File: config.mk
export PLATFORM = sky130hd
export DESIGN_NAME = irq_bank
export DESIGN_NICKNAME = d
export VERILOG_FILES = /design/src/rtl/irq_bank.sv
export SDC_FILE = /design/constraint.sdc
export NUM_CORES = 1
export LEC_CHECK = 0
export BUFFER_PORTS_ARGS = -buffer_cell sky130_fd_sc_hd__buf_2
export CAP_MARGIN = 25
export CORE_MARGIN = 2
export CORE_UTILIZATION = 25
export CTS_BUF_LIST = sky130_fd_sc_hd__clkbuf_8
export CTS_CLUSTER_DIAMETER = 200
export DETAILED_ROUTE_END_ITERATION = 10
export PLACE_DENSITY = 0.43
export RECOVER_POWER = 25
export SYNTH_ARGS = -nofsm -noshare
export SYNTH_HDL_FRONTEND = slang
export SYNTH_SLANG_ARGS = --single-unit
File: constraint.sdc
create_clock -name clk -period 2.1 [get_ports clk]
set_input_delay 0.315 -clock clk [delete_from_list [all_inputs] [get_ports clk]]
set_output_delay 0.315 -clock clk [all_outputs]
set_load 0.02 [all_outputs]
File: src/rtl/irq_bank.sv
module irq_bank #(
  parameter int LINES  = 64,
  parameter int GRP_W  = 32,
  parameter int ADDR_W = 6,
  parameter int HI_OFS = 'h18
) (
  input  logic              clk,
  input  logic              rst_n,
  input  logic [LINES-1:0]  irq_lines,
  input  logic              reg_wr,
  input  logic [ADDR_W-1:0] reg_addr,
  input  logic [GRP_W-1:0]  reg_wdata,
  output logic [GRP_W-1:0]  reg_rdata,
  output logic              irq_out
);
  localparam int NGRP  = LINES / GRP_W;
  localparam int MAP_END = NGRP * HI_OFS;

  localparam logic [2:0] SEL_MSK  = 3'd0;
  localparam logic [2:0] SEL_RAW  = 3'd1;
  localparam logic [2:0] SEL_ESET = 3'd2;
  localparam logic [2:0] SEL_ECLR = 3'd3;
  localparam logic [2:0] SEL_SSET = 3'd4;
  localparam logic [2:0] SEL_SCLR = 3'd5;

  logic [LINES-1:0] en_all, soft_all, raw_all, msk_all;

  logic              in_map;
  logic              grp_hi;
  logic [ADDR_W-1:0] grp_off;
  logic [2:0]        sel;

  assign in_map  = (int'(reg_addr) < MAP_END) && (reg_addr[1:0] == 2'b00);
  assign grp_hi  = int'(reg_addr) >= HI_OFS;
  assign grp_off = grp_hi ? reg_addr - ADDR_W'(HI_OFS) : reg_addr;
  assign sel     = grp_off[4:2];

  assign raw_all = irq_lines | soft_all;
  assign msk_all = raw_all & en_all;
  assign irq_out = |msk_all;

  for (genvar g = 0; g < NGRP; g++) begin : g_grp
    logic [GRP_W-1:0] en_w, soft_w;
    logic             hit;

    assign hit = reg_wr && in_map && (grp_hi == (g != 0));

    always_ff @(posedge clk) begin
      if (!rst_n) begin
        en_w   <= '0;
        soft_w <= '0;
      end else if (hit) begin
        case (sel)
          SEL_ESET: en_w   <= en_w | reg_wdata;
          SEL_ECLR: en_w   <= en_w & ~reg_wdata;
          SEL_SSET: soft_w <= soft_w | reg_wdata;
          SEL_SCLR: soft_w <= soft_w & ~reg_wdata;
          default: ;
        endcase
      end
    end

    assign en_all[g*GRP_W +: GRP_W]   = en_w;
    assign soft_all[g*GRP_W +: GRP_W] = soft_w;
  end

  logic [GRP_W-1:0] w_msk, w_raw, w_en, w_soft;

  assign w_msk  = grp_hi ? msk_all[2*GRP_W-1:GRP_W]  : msk_all[GRP_W-1:0];
  assign w_raw  = grp_hi ? raw_all[2*GRP_W-1:GRP_W]  : raw_all[GRP_W-1:0];
  assign w_en   = grp_hi ? en_all[2*GRP_W-1:GRP_W]   : en_all[GRP_W-1:0];
  assign w_soft = grp_hi ? soft_all[2*GRP_W-1:GRP_W] : soft_all[GRP_W-1:0];

  always_comb begin
    reg_rdata = '0;
    if (in_map) begin
      case (sel)
        SEL_MSK:            reg_rdata = w_msk;
        SEL_RAW:            reg_rdata = w_raw;
        SEL_ESET, SEL_ECLR: reg_rdata = w_en;
        SEL_SSET, SEL_SCLR: reg_rdata = w_soft;
        default:            reg_rdata = '0;
      endcase
    end
  end
endmodule

==> qor.txt <==
Tcrit/Tclk final: 122.9%
Unrepaired setup endpoints after global routing: true
Vias: 9432
Clock network power share: 37.4%
Net switching power: 1.830 mW
Final core occ: 37.39%
Peak supply drop: 0.4012 mV
Number of remaining DRC errors: 0
Sw frac: 30.70%
Worst setup path category: primary input to primary output
Drt via density: 6.222
Largest net degree at the start of global routing: 61
Final setup fails: 65
Initial Utilization: 25.23%
Post-DP HPWL: 25700 um
CP cell instances: buf_8 -> ha_4 -> or4b_4 -> buf_12 -> a21oi_4 -> buf_12 -> buf_12 -> buf_12 -> a221oi_2 -> a31oi_2 -> buf_4
Drt initial violations: 738
Hold_buf cts: 0
Internal power: 4.131 mW
Fraction of registers with async set/reset: 0%
Share of layout cells above drive strength 1: 39.23%
Max-Cap Viols: 0
Outcome: finished with violations
Worst hold path class: primary input to flip-flop
Worst Hold Depth: 2
Synth Flop Type: dfxtp_1
DIE WIDTH: 181.8 um
CTS H-Tree Depth: 4
Clock buffer depth: 2
Nets: 1210
R2R setup slack: 1.26 ns
CTS Sinks: 128
Non-Filler Instances: 1516
Leak Pwr: 4.080 nW
Clk_lat worst skew: 0.46 ns
Root buffer cell: clkbuf_8
Filler cells: 3167
Crit path DAT: 2.26 ns
PortBufs: 137
Yosys reg bits: 128
Final Routed Wirelength: 39440 um
Vias in the first global route: 9023
Synth Net Count: 1052
Placed Cells: 1453
Routed WL per cell: 26.02 um
Sequential power share: 41.3%
WP data required: 1.78 ns
Worst Max-Slew Pin Slew: 0.7756 ns
Count of pins over their slew limit: 0
Distinct cell type count of the synthesized netlist: 41
CTS tree: yes
Most frequent CP cell: buf_12
Mean Syn Cell Area: 8.351 um^2
Buffers plus inverters on the worst setup path: 6
IO Pins: 138
Total GRT Usage: 22.84%
Hold Fails Final Rpt: 0
First-pass GRT wire length: 57600 um
Worst min-delay path startpoint: reg_wdata[29]
Violated checks: setup timing
Combinational power share: 21.3%
Clk slew on worst S/H paths: 0.08 ns
DRT antenna net count: 0
CP peak stage delay: 0.53 ns
Worst setup margin: -0.4799 ns
Die area: 33040 um^2
Yosys warns: 0
Final Skew: 0 ns
Die height: 181.8 um
TritonRoute pass-1 iters: 5
# diodes: 0
Antenna violations before repair: 1
P&R area growth vs syn: 48.21%
Slowest CP cell: or4b_4
Total CTS buffers: 17
Row cnt: 65
Fin crit period: 2.580 ns
Register area share after synthesis: 32.44%
Core area: 31310 um^2
Critical-path maximum fanout: 5
RD Place Congestion: 0.8032
Highest Clock Rate: 387.6 MHz
CP top delay family: buffers and inverters
Synth Cell Area: 7900 um^2
Synth Instances: 946
Post-synth EDFFs: 0
CP endpoint kind: primary output
Crit path launch type: primary input
Grt total ovfl: 0
Slew HR: 48.29%
Worst R2R Path Depth: 3
Pwr/cell area: 509.1 nW/um^2
placed cells by master, fill, tap and decap left out, types with 5 or more instances in the layout:
| master | n |
|---|---|
| o22ai_4 | 15 |
| o21ai_0 | 58 |
| o22ai_1 | 15 |
| o211a_1 | 24 |
| dfxtp_1 | 128 |
| buf_2 | 101 |
| a22oi_1 | 9 |
| buf_8 | 7 |
| o311ai_1 | 14 |
| a31oi_1 | 64 |
| a22o_1 | 32 |
| or4_1 | 31 |
| a221oi_4 | 7 |
| buf_6 | 17 |
| a311oi_1 | 121 |
| a41oi_2 | 6 |
| clkbuf_8 | 22 |
| o21ai_1 | 6 |
| a31oi_2 | 21 |
| a221oi_2 | 12 |
| a311oi_2 | 7 |
| buf_4 | 122 |
| buf_12 | 36 |
| nor3_1 | 28 |
| clkbuf_16 | 5 |
| a221oi_1 | 5 |
| nand4_1 | 17 |
| o311ai_0 | 16 |
| a21oi_1 | 93 |
cell families after synthesis:
family	count (synthesis)	synth area share, %
buffers and inverters	161	9.471
and+or+nand+nor	111	8.726
adders and majority gates	1	0.1584
DFF	128	32.44
AOI/OAI and AO/OA	545	49.21
how the worst max path moves through the flow:
| stage | startpoint | cells past startpoint | slack (ns) | end |
|---|---|---|---|---|
| after global routing | flip-flop | 6 | -0.57 | irq_out |
| final | reg_addr[3] | 11 | -0.48 | reg_rdata[23] |
| after detailed placement | reg_addr[3] | 10 | -0.62 | reg_rdata[20] |
| after floorplan | reg_addr[2] | 7 | -0.14 | reg_rdata[18] |
| after global placement | reg_addr[3] | 10 | -0.58 | reg_rdata[20] |
| after CTS | reg_addr[3] | 10 | -0.47 | reg_rdata[10] |
power by group through the flow:
stage               combinational (mW)  clock (mW)  sequential [mW]
floorplan                        0.497           0             2.51
finish                            1.27        2.23             2.46
detailed placement                1.05           0             2.52
global placement                  1.05           0             2.52
global route                      1.32        2.38             2.46
CTS                               1.18        2.29             2.46
synth_stat cells (all sizes together) (3+ instances only):
cell type  count  area [um^2]
a41oi          8        70.07
o22ai         32        200.2
nor4b          3        32.53
a22o          32        280.3
nor4           4        25.02
o311ai        32        280.3
nand4         17        106.4
dfxtp        128         2562
or4           32        240.2
o211a         24        240.2
a311oi       128         1121
a221oi        24        210.2
buf           74        420.4
nor2           5        18.77
o21ai         65        325.3
clkbuf        84        316.6
inv            3        11.26
a22oi          9        67.56
a31oi         88        550.5
nand2          9        33.78
a21oi         99        499.2
nor3          32        160.2
per-layer routing:
layer,wire (um),share of wire [%],track usage [%],vias up
li1,-,-,-,4336
met1,18030,46,32.14,4684
met2,18320,46,36.09,364
met3,2449,6.2,3.911,46
met4,632,1.6,5.886,2
met5,13,0.033,0,-
area by class of cell:
class	count	area, um^2	share of cell area (%)
well taps	402	503.0	4.296
clock inverters	7	86.33	0.7373
clock buffers	22	302.8	2.586
inverters	3	13.76	0.1175
flip-flops and latches	128	2562	21.89
repair buffers	297	2685	22.93
multi-input cells	657	5555	47.45
per-stage QoR:
| step | setup WS, ns | instance area, um^2 | TNS (ns) | hold WS, ns | total power [mW] |
|---|---|---|---|---|---|
| 4_1_cts | -0.4699 | 11250 | -13.58 | 0.1237 | 5.928 |
| 3_5_place_dp | -0.6171 | 10130 | -54.16 | 0.5229 | 3.563 |
| 2_1_floorplan | -0.1442 | 8260 | -3.851 | 0.5011 | 3.009 |
| 6_report | -0.4799 | 11710 | -17.66 | 0.1535 | 5.961 |
| 5_1_grt | -0.5673 | 11710 | -20.85 | 0.1271 | 6.172 |
| 3_3_place_gp | -0.5796 | 10130 | -51.12 | 0.5129 | 3.564 |
repair_timing:
item / 4_1_cts / 5_1_grt
resized for setup: 123 / 54
pin swaps: 60 / 29
endpoints found under the setup margin: 44 / 65
cloned: 4 / 6
setup buffers: 14 / 12
(Power assumes the default switching activity.)
